==> src/rtl/sio_fifo_pkg.sv <==
`timescale 1ns/1ps
package sio_fifo_pkg;

  // Next pointer value for a circular buffer of 'depth' slots.
  function automatic int ring_step(input int ptr, input int depth);
    return (ptr == depth - 1) ? 0 : ptr + 1;
  endfunction

  // Fill count after one cycle of accepted push/pop.
  function automatic int level_next(input int lvl, input logic push, input logic pop);
    return lvl + (push ? 1 : 0) - (pop ? 1 : 0);
  endfunction

endpackage

==> src/rtl/sio_fifo_ring.sv <==
`timescale 1ns/1ps
module sio_fifo_ring #(
  parameter int DATA_W = 8,
  parameter int DEPTH  = 4,
  localparam int PTR_W = $clog2(DEPTH),
  localparam int CNT_W = $clog2(DEPTH + 1)
) (
  input  logic              clk,
  input  logic              rst_n,
  input  logic              clear,
  input  logic              push,
  input  logic              pop,
  input  logic [DATA_W-1:0] wdata,
  output logic [DATA_W-1:0] head,
  output logic              full,
  output logic              empty,
  output logic [CNT_W-1:0]  level
);
  import sio_fifo_pkg::*;

  logic [DATA_W-1:0] mem [DEPTH];
  logic [PTR_W-1:0]  wr_ptr;
  logic [PTR_W-1:0]  rd_ptr;

  // push and pop arrive already qualified against full/empty/clear
  always_ff @(posedge clk) begin
    if (push) mem[wr_ptr] <= wdata;
  end

  always_ff @(posedge clk or negedge rst_n) begin
    if (!rst_n) begin
      wr_ptr <= '0;
      rd_ptr <= '0;
      level  <= '0;
    end else if (clear) begin
      wr_ptr <= '0;
      rd_ptr <= '0;
      level  <= '0;
    end else begin
      if (push) wr_ptr <= PTR_W'(ring_step(int'(wr_ptr), DEPTH));
      if (pop)  rd_ptr <= PTR_W'(ring_step(int'(rd_ptr), DEPTH));
      level <= CNT_W'(level_next(int'(level), push, pop));
    end
  end

  assign head  = mem[rd_ptr];
  assign full  = (level == CNT_W'(DEPTH));
  assign empty = (level == '0);

endmodule

==> src/rtl/sio_err_flags.sv <==
`timescale 1ns/1ps
module sio_err_flags (
  input  logic clk,
  input  logic rst_n,
  input  logic ovf_evt,
  input  logic stat_rd,
  input  logic ovr_evt,
  input  logic ovr_clr,
  input  logic rx_full,
  output logic wr_ovf,
  output logic ovr_flag,
  output logic ovr_irq
);
  logic ovr_clr_ok;
  assign ovr_clr_ok = ovr_clr & ~rx_full;

  always_ff @(posedge clk or negedge rst_n) begin
    if (!rst_n) begin
      wr_ovf   <= 1'b0;
      ovr_flag <= 1'b0;
      ovr_irq  <= 1'b0;
    end else begin
      // a new event outranks a clear in the same cycle
      if (ovf_evt)      wr_ovf <= 1'b1;
      else if (stat_rd) wr_ovf <= 1'b0;
      if (ovr_evt)         ovr_flag <= 1'b1;
      else if (ovr_clr_ok) ovr_flag <= 1'b0;
      ovr_irq <= ovr_evt;
    end
  end

endmodule

==> src/rtl/sio_fifo_ctrl.sv <==
`timescale 1ns/1ps
module sio_fifo_ctrl #(
  parameter int DATA_W = 8,
  parameter int DEPTH  = 4,
  localparam int CNT_W = $clog2(DEPTH + 1)
) (
  input  logic              clk,
  input  logic              rst_n,
  input  logic              port_en,
  input  logic              flush,
  input  logic              stat_rd,
  input  logic              ovr_clr,
  input  logic              cpu_wr,
  input  logic [DATA_W-1:0] cpu_wdata,
  input  logic              cpu_rd,
  output logic [DATA_W-1:0] cpu_rdata,
  input  logic              tx_pop,
  output logic [DATA_W-1:0] tx_data,
  input  logic              rx_push,
  input  logic [DATA_W-1:0] rx_data,
  output logic              tx_full,
  output logic              tx_empty,
  output logic [CNT_W-1:0]  tx_depth,
  output logic              rx_full,
  output logic              rx_empty,
  output logic [CNT_W-1:0]  rx_depth,
  output logic              wr_ovf,
  output logic              ovr_flag,
  output logic              ovr_irq
);
  // named internal events
  logic              flush_act;
  logic              tx_push_ok, tx_pop_ok, rx_push_ok, rx_pop_ok;
  logic              ovf_evt, ovr_evt;
  logic [DATA_W-1:0] rx_head;

  assign flush_act  = flush & ~port_en;
  assign tx_push_ok = cpu_wr  & ~tx_full  & ~flush_act;
  assign tx_pop_ok  = tx_pop  & ~tx_empty & ~flush_act;
  assign rx_push_ok = rx_push & ~rx_full  & ~flush_act;
  assign rx_pop_ok  = cpu_rd  & ~rx_empty & ~flush_act;
  assign ovf_evt    = cpu_wr  &  tx_full  & ~flush_act;
  assign ovr_evt    = rx_push &  rx_full  & ~flush_act;

  sio_fifo_ring #(.DATA_W(DATA_W), .DEPTH(DEPTH)) u_txq (
    .clk(clk), .rst_n(rst_n), .clear(flush_act),
    .push(tx_push_ok), .pop(tx_pop_ok), .wdata(cpu_wdata),
    .head(tx_data), .full(tx_full), .empty(tx_empty), .level(tx_depth)
  );

  sio_fifo_ring #(.DATA_W(DATA_W), .DEPTH(DEPTH)) u_rxq (
    .clk(clk), .rst_n(rst_n), .clear(flush_act),
    .push(rx_push_ok), .pop(rx_pop_ok), .wdata(rx_data),
    .head(rx_head), .full(rx_full), .empty(rx_empty), .level(rx_depth)
  );

  sio_err_flags u_flags (
    .clk(clk), .rst_n(rst_n),
    .ovf_evt(ovf_evt), .stat_rd(stat_rd),
    .ovr_evt(ovr_evt), .ovr_clr(ovr_clr), .rx_full(rx_full),
    .wr_ovf(wr_ovf), .ovr_flag(ovr_flag), .ovr_irq(ovr_irq)
  );

  always_ff @(posedge clk or negedge rst_n) begin
    if (!rst_n)         cpu_rdata <= '0;
    else if (rx_pop_ok) cpu_rdata <= rx_head;
  end

endmodule

==> config.mk <==
export PLATFORM = sky130hd
export DESIGN_NAME = sio_fifo_ctrl
export DESIGN_NICKNAME = d
export VERILOG_FILES = /design/src/rtl/sio_fifo_pkg.sv /design/src/rtl/sio_fifo_ring.sv /design/src/rtl/sio_err_flags.sv /design/src/rtl/sio_fifo_ctrl.sv
export SDC_FILE = /design/constraint.sdc
export NUM_CORES = 1
export LEC_CHECK = 0
export BUFFER_PORTS_ARGS = -buffer_cell sky130_fd_sc_hd__buf_2
export CORE_UTILIZATION = 35
export CTS_CLUSTER_DIAMETER = 50
export DETAILED_ROUTE_END_ITERATION = 6
export MAX_ROUTING_LAYER = met4
export PLACE_DENSITY = 0.59
export REMOVE_ABC_BUFFERS = 1
export SLEW_MARGIN = 30
export SYNTH_ARGS = -nofsm -noshare
export SYNTH_HDL_FRONTEND = slang
export SYNTH_SLANG_ARGS = --single-unit
==> constraint.sdc <==
create_clock -name clk -period 5.1 [get_ports clk]
set_input_delay 0.51 -clock clk [delete_from_list [all_inputs] [get_ports clk]]
set_output_delay 0.51 -clock clk [all_outputs]
set_load 0.005 [all_outputs]
# ---- Word level (Yosys, flattened, before mapping)
# Memories as Yosys holds them, arrays and structs flattened. A register that Yosys moved wholly into a read port is not among the register bits.
# Cells that the tools add are included.
dict set report op_classes {
  n_reduce_logical 9
  muxes 26
  n_bitwise 20
  addsub 8
  eq_ne 6
}
# operator n
set ops {}
lappend ops {{$mux 2} 12}
lappend ops {{$and 1x1->1} 14}
lappend ops {{$mux 1} 12}
lappend ops {{$reduce_bool 2->1} 6}
lappend ops {{$add 2x1->2 const B} 4}
lappend ops {{$eq 2x1->1 const B} 4}
lappend ops {{$add 3x3->3} 2}
lappend ops {{$eq 3x3->1 const B} 2}
lappend ops {{$logic_not 3->1} 2}
lappend ops {{$mux 3} 2}
lappend ops {{$not 1->1} 6}
lappend ops {{$sub 3x3->3} 2}
lappend ops {{$logic_not 1->1} 1}
dict set report totals {
  mem_count 2
  in_bits 26
  out_inout_bits 29
  word_cells 80
  regBits 17
  ramBits 64
}
# memory depth width read_ports rd_clocked_by_memory_dff wr line_no
set mem_list {}
lappend mem_list {u_rxq.mem 4 8 1 1 1 sio_fifo_ring.sv:21} ;# logic [DATA_W-1:0] mem [DEPTH];
lappend mem_list {u_txq.mem 4 8 1 0 1 sio_fifo_ring.sv:21}

# ---- Depth between registers and ports, before layout
dict set report logic_depth {
  depth_word 8
  depth_mapped 12
}

# ---- By module
# From an unflattened synthesis, not the netlist that was laid out.
dict set report unflattened {
  hier_cells 197
  area_unflattened_um2 3667.3
}
# mod area_each_um2 n_inst cells_each
set by_module_without_submodules {}
lappend by_module_without_submodules {{sio_fifo_ring at u_rxq} 1605.3 1 82}
lappend by_module_without_submodules {{sio_fifo_ring at u_txq} 1592.8 1 81}
lappend by_module_without_submodules {sio_fifo_ctrl 369.1 1 27}
lappend by_module_without_submodules {sio_err_flags 100.1 1 7}

# ---- Worst setup path before layout
# OpenSTA, ideal clock, no wires.
dict set report synth_timing {
  kind {input -> register}
  from {in flush}
  to {reg u_txq.level[2]}
  path_stages 12
  n_path_buf 2
  t_required_ps 5014
  slack_ps 2573
  arrival_time_ps 2441
  cell_sequence {nor2b_1 buf_2 clkbuf_1 nor2_1 ha_1 inv_1 ha_1 inv_1 fa_1 xor2_1 and2_1 nor3_1}
}
dict set report synth_between {
  elab_chain_cells 7
  word_cells_on_any_way 9
}
# element line_no
set synth_rtl {}
lappend synth_rtl {{from (decl)} sio_fifo_ctrl.sv:10} ;# input logic flush,
lappend synth_rtl {{$and 1x1->1 (*)} sio_fifo_ctrl.sv:37} ;# assign flush_act = flush & ~port_en;
lappend synth_rtl {{$not 1->1} {sio_fifo_ctrl.sv:38, sio_fifo_ctrl.sv:39}}
lappend synth_rtl {{$and 1x1->1} sio_fifo_ctrl.sv:38} ;# assign tx_push_ok = cpu_wr & ~tx_full & ~flush_act;
lappend synth_rtl {{$mux 1} sio_fifo_pkg.sv:11} ;# return lvl + (push ? 1 : 0) - (pop ? 1 : 0);
lappend synth_rtl {{$add 3x3->3} sio_fifo_pkg.sv:11}
lappend synth_rtl {{$sub 3x3->3} sio_fifo_pkg.sv:11}
lappend synth_rtl {{$mux 3 (*)} sio_fifo_ring.sv:35} ;# end else if (clear) begin
lappend synth_rtl {{to (signal assigned)} sio_fifo_ring.sv:42} ;# level <= CNT_W'(level_next(int'(level), push, pop));
lappend synth_rtl {{to (decl)} sio_fifo_ring.sv:17} ;# output logic [CNT_W-1:0] level
# Every way passes the cells marked *; elsewhere a longest branch is shown, timed or not.
# A chain may end at the register's enable or synchronous reset.

# ---- Worst setup path in the final report
dict set report layout_timing {
  from {reg u_txq.level[1]}
  to {reg u_txq.level[2]}
}
dict set report layout_between {
  elab_chain_cells 8
  word_cells_on_any_way 13
}
# element line_no
set layout_rtl {}
lappend layout_rtl {{$eq 3x3->1} sio_fifo_ring.sv:47} ;# assign full = (level == CNT_W'(DEPTH));
lappend layout_rtl {{$not 1->1} sio_fifo_ctrl.sv:38}
lappend layout_rtl {{$and 1x1->1 (2 in a row)} sio_fifo_ctrl.sv:38}
lappend layout_rtl {{$mux 1} sio_fifo_pkg.sv:11}
lappend layout_rtl {{$add 3x3->3} sio_fifo_pkg.sv:11}
lappend layout_rtl {{$sub 3x3->3 (*)} sio_fifo_pkg.sv:11}
lappend layout_rtl {{$mux 3 (*)} sio_fifo_ring.sv:35}
# Marked as above.

==> reports/summary.md <==
Entering global routing, the biggest net connects 26 pins. The tools report the die footprint as 11000 sq um. Of the total synthesized cell area, the portion taken by AND, OR, NAND and NOR gates is 6.47%.

After clock tree synthesis, the setup repair step added 0 buffers. The fraction of synthesized area in multiplexers is 13.2%. The detailed router finished its first iteration with 58 violations. The static power due to leakage came out at 1.68 nW. The synthesized netlist devotes 0.474% of its cell area to XOR and XNOR gates.

The tools report the reported max-cap violation count as 0. After synthesis, flip-flops and latches occupy 69.0% of the total area. The depth of the CTS H-tree is 3. By area, the combinational part of the netlist is dominated by multiplexers. The completed layout was analyzed and its total power is 2.17 mW. Synthesis inferred 89 register bits.

The post-route netlist has 34.8% of its cells at a drive strength greater than 1. For this block, the routed nets add up to 6380 um of wire. For the number of global-route vias before repair, the log shows 1969. Power spread over the standard cell area amounts to 505 nW/um^2.

Gates resized during post-CTS repair numbered 0. The flip-flop and latch area is 2550 sq um. The portion of the clock cycle consumed by the worst path in the final layout was 47.7%.

The run finished with clean final reports. Of the total synthesized cell area, the portion taken by full adders, half adders and majority gates is 5.83%. The combined global-route utilization of all metal layers is 12.7%. The most common cell in the synthesized netlist was sky130_fd_sc_hd__edfxtp_1. The critical path endpoint category is a flop.

The gate count of the mapped netlist is 208. The logs give 89 for the clock sink total and 0.185 mV for the worst vdd rail ir drop. The synthesized netlist devotes 2.58% of its cell area to compound gates. The share of synthesized area in the top cell type comes to 52.1%.

From left edge to right edge, the die measures 105 um. The clock period could shrink to 2430 ps. Leaving out filler cells and counting taps, the final layout contains 409.

Counting flops with a built-in enable in the synthesized netlist gives 64. The area of the multi-input gates was 1060 sq um. TritonCTS built the clock tree.

Counting the fill cells in the layout gives 951. The number of library cell types mapped by synthesis is 33, and the number of antenna cells inserted is 0. The count of nets left with antenna violations once routing finished came out at 0.

The tools report the global-route wire length before repair as 10000 um. The async set-or-reset flop fraction in the synthesized netlist was 28.1%; the number of hold buffers added after CTS was 0. The main flop type after synthesis was sky130_fd_sc_hd__edfxtp_1. The quantity of I/O buffers inserted on ports works out to 54. STA classifies the critical path startpoint as a flop.

At the pin with the least slew margin, the transition time is 615 ps. By startpoint and endpoint, the worst setup path is classified as reg2reg. Relative to the synthesized area, the layout overhead comes to 16.1%.

No sink is reached through more buffers than the 2 on the longest clock path. Row generation in the floorplan step produced 37 rows. Data arrives at the worst endpoint at 2710 ps.

Once layout is done, the placed cells without fillers occupy 4290 sq um. Buffers inserted during clock tree synthesis total 9. Each instance of the synthesized netlist takes up on average 17.8 sq um. Derived from the worst setup path, the maximum achievable clock frequency is 0.411 GHz.

The congestion estimate from routability-driven global placement came to 0.727. The clock arrives with 17.2 ps of skew. Sorting the synthesized cells by area gives the leading types as sky130_fd_sc_hd__edfxtp_1 52%, sky130_fd_sc_hd__dfrtp_1 17%, sky130_fd_sc_hd__mux4_2 6.7%, sky130_fd_sc_hd__ha_1 4.7%, sky130_fd_sc_hd__mux4_1 3.6%. The run gives 0 as the initial antenna violation count. Once placement completed, the tool counted placed cells totaling 393. The setup TNS was 0 ps. In the synthesized netlist, the cells that appear most often are 64 x sky130_fd_sc_hd__edfxtp_1, 25 x sky130_fd_sc_hd__dfrtp_1, 14 x sky130_fd_sc_hd__ha_1, 14 x sky130_fd_sc_hd__inv_1, 12 x sky130_fd_sc_hd__and2_1. During synthesis, Yosys emitted a total of 0 warnings. Clock latency on the worst-skew pair, taken at its later pin, is 360 ps. The tools report the core footprint as 10300 sq um. The vertical extent of the die was 105 um. Cell type contributing the most total cell area after synthesis: sky130_fd_sc_hd__edfxtp_1. The path type of the worst min-delay path is in2async. Hold timing on the final database bottoms out at a slack of 158 ps.

For the number of failing setup endpoints in the final timing report, the log shows 0. The logs give 310 for the net count reported at finish and 0 for the number of hold violations in the final report. Clock tree synthesis selected as its root buffer the cell sky130_fd_sc_hd__clkbuf_8. The number of vias after detailed routing came out at 1919.

The tools report the remaining design rule violation count as 0. Detailed placement ended at an HPWL of 4370 um. The detailed-route wire length per cell is 15.6 um, and the top-level I/O count is 55. The placed instances occupy a cell area of 4110 sq um. Per-cell via count in the routed design: 4.69. Summed over all layers, the global routing overflow is 0. The max-slew violation count was 0; the peak fanout along the critical path was 7. The clock slew seen by the registers of the worst setup and hold paths is 100 ps. Setup repair after global routing left no endpoint under its margin.

The number of detailed-route iterations in the first pass is 4. The data required time at the worst endpoint is 5380 ps. The logs give 3690 sq um for the mapped cell area and 35.9% for the initial standard-cell utilization of the core.

Headroom to the max-slew limit came out at 59.0%.
critical path, cell delays in order (launching register included):
cell	delay [ps]
sky130_fd_sc_hd__dfrtp_1	460
sky130_fd_sc_hd__o31ai_1	480
sky130_fd_sc_hd__nor2_1	90
sky130_fd_sc_hd__ha_1	280
sky130_fd_sc_hd__inv_1	60
sky130_fd_sc_hd__ha_1	130
sky130_fd_sc_hd__inv_1	50
sky130_fd_sc_hd__fa_1	370
sky130_fd_sc_hd__xor2_1	160
sky130_fd_sc_hd__and2_1	160
sky130_fd_sc_hd__nor3_1	130
cells in the final DEF, fill, tap and decap left out, types with 3 or more instances in the layout:
cell,n
sky130_fd_sc_hd__buf_2,54
sky130_fd_sc_hd__nand2_1,3
sky130_fd_sc_hd__clkbuf_8,9
sky130_fd_sc_hd__dfrtp_1,25
sky130_fd_sc_hd__mux4_1,5
sky130_fd_sc_hd__nor2_1,7
sky130_fd_sc_hd__nor3_1,5
sky130_fd_sc_hd__mux4_2,11
sky130_fd_sc_hd__a21oi_1,6
sky130_fd_sc_hd__and2_1,12
sky130_fd_sc_hd__edfxtp_1,64
sky130_fd_sc_hd__inv_1,14
sky130_fd_sc_hd__inv_6,3
sky130_fd_sc_hd__o21ai_0,4
sky130_fd_sc_hd__mux2_2,8
sky130_fd_sc_hd__ha_1,14
report_power, final:
part	leakage (nW)	switching, mW	internal, mW
combinational	0.703	0.269	0.349
clock	0.0839	0.260	0.183
sequential	0.895	0.159	0.945
cells by family after synthesis:
| logic type | Yosys count |
|---|---|
| AND/OR/NAND/NOR | 40 |
| XOR/XNOR | 2 |
| AO/OA/AOI/OAI | 14 |
| buffers and inverters | 21 |
| flip-flops | 89 |
| multiplexers | 26 |
| adder cells (fa/ha/maj) | 16 |
final timing paths:
kind                                                   start  slack (ps)  cells after the start                      endpoint
max in group asynchronous                              rst_n        4540                      1      cpu_rdata[4]$_DFFE_PN0P_
min in group clk                                     stat_rd         340                      2    u_flags.wr_ovf$_DFFE_PN0P_
worst max-delay path                u_txq.level[1]$_DFF_PN0_        2670                     10      u_txq.level[2]$_DFF_PN0_
worst max register to register      u_txq.level[1]$_DFF_PN0_        2670                     10      u_txq.level[2]$_DFF_PN0_
worst min register to register  u_flags.ovr_flag$_DFFE_PN0P_         490                      1  u_flags.ovr_flag$_DFFE_PN0P_
worst min-delay path                                   rst_n         160                      1      cpu_rdata[6]$_DFFE_PN0P_
flip-flops by register name, indices dropped and copies added, names as in the netlist, 2 cells and up:
name and count:
u_txq.level 3, u_rxq.mem 32, u_txq.rd_ptr 2, cpu_rdata 8, u_rxq.wr_ptr 2, u_txq.wr_ptr 2
u_txq.mem 32, u_rxq.level 3, u_rxq.rd_ptr 2
cell type report:
type,instances,area share [%]
Clock buffer,10,2.98
Multi-Input combinational cell,98,24.6
Tap cell,136,3.97
Timing Repair Buffer,55,6.48
Inverter,15,1.31
Clock inverter,6,1.17
Sequential cell,89,59.4
per-layer routing:
| metal | vias up | track usage [%] | part of all wire, % |
|---|---|---|---|
| li1 | 905 | - | - |
| met3 | 10 | 2.68 | 3.1 |
| met1 | 963 | 14.8 | 44 |
| met5 | - | - | 0 |
| met2 | 41 | 21.1 | 51 |
| met4 | 0 | 5.43 | 1.6 |
through the flow:
stage               setup slack (ps)  util [%]
floorplan                       2250         -
global placement                2460      40.0
detailed placement              2440      40.0
CTS                             2630      41.7
global route                    2470      41.7
finish                          2670      41.7
No activity file was read; power rests on OpenSTA's default activity.
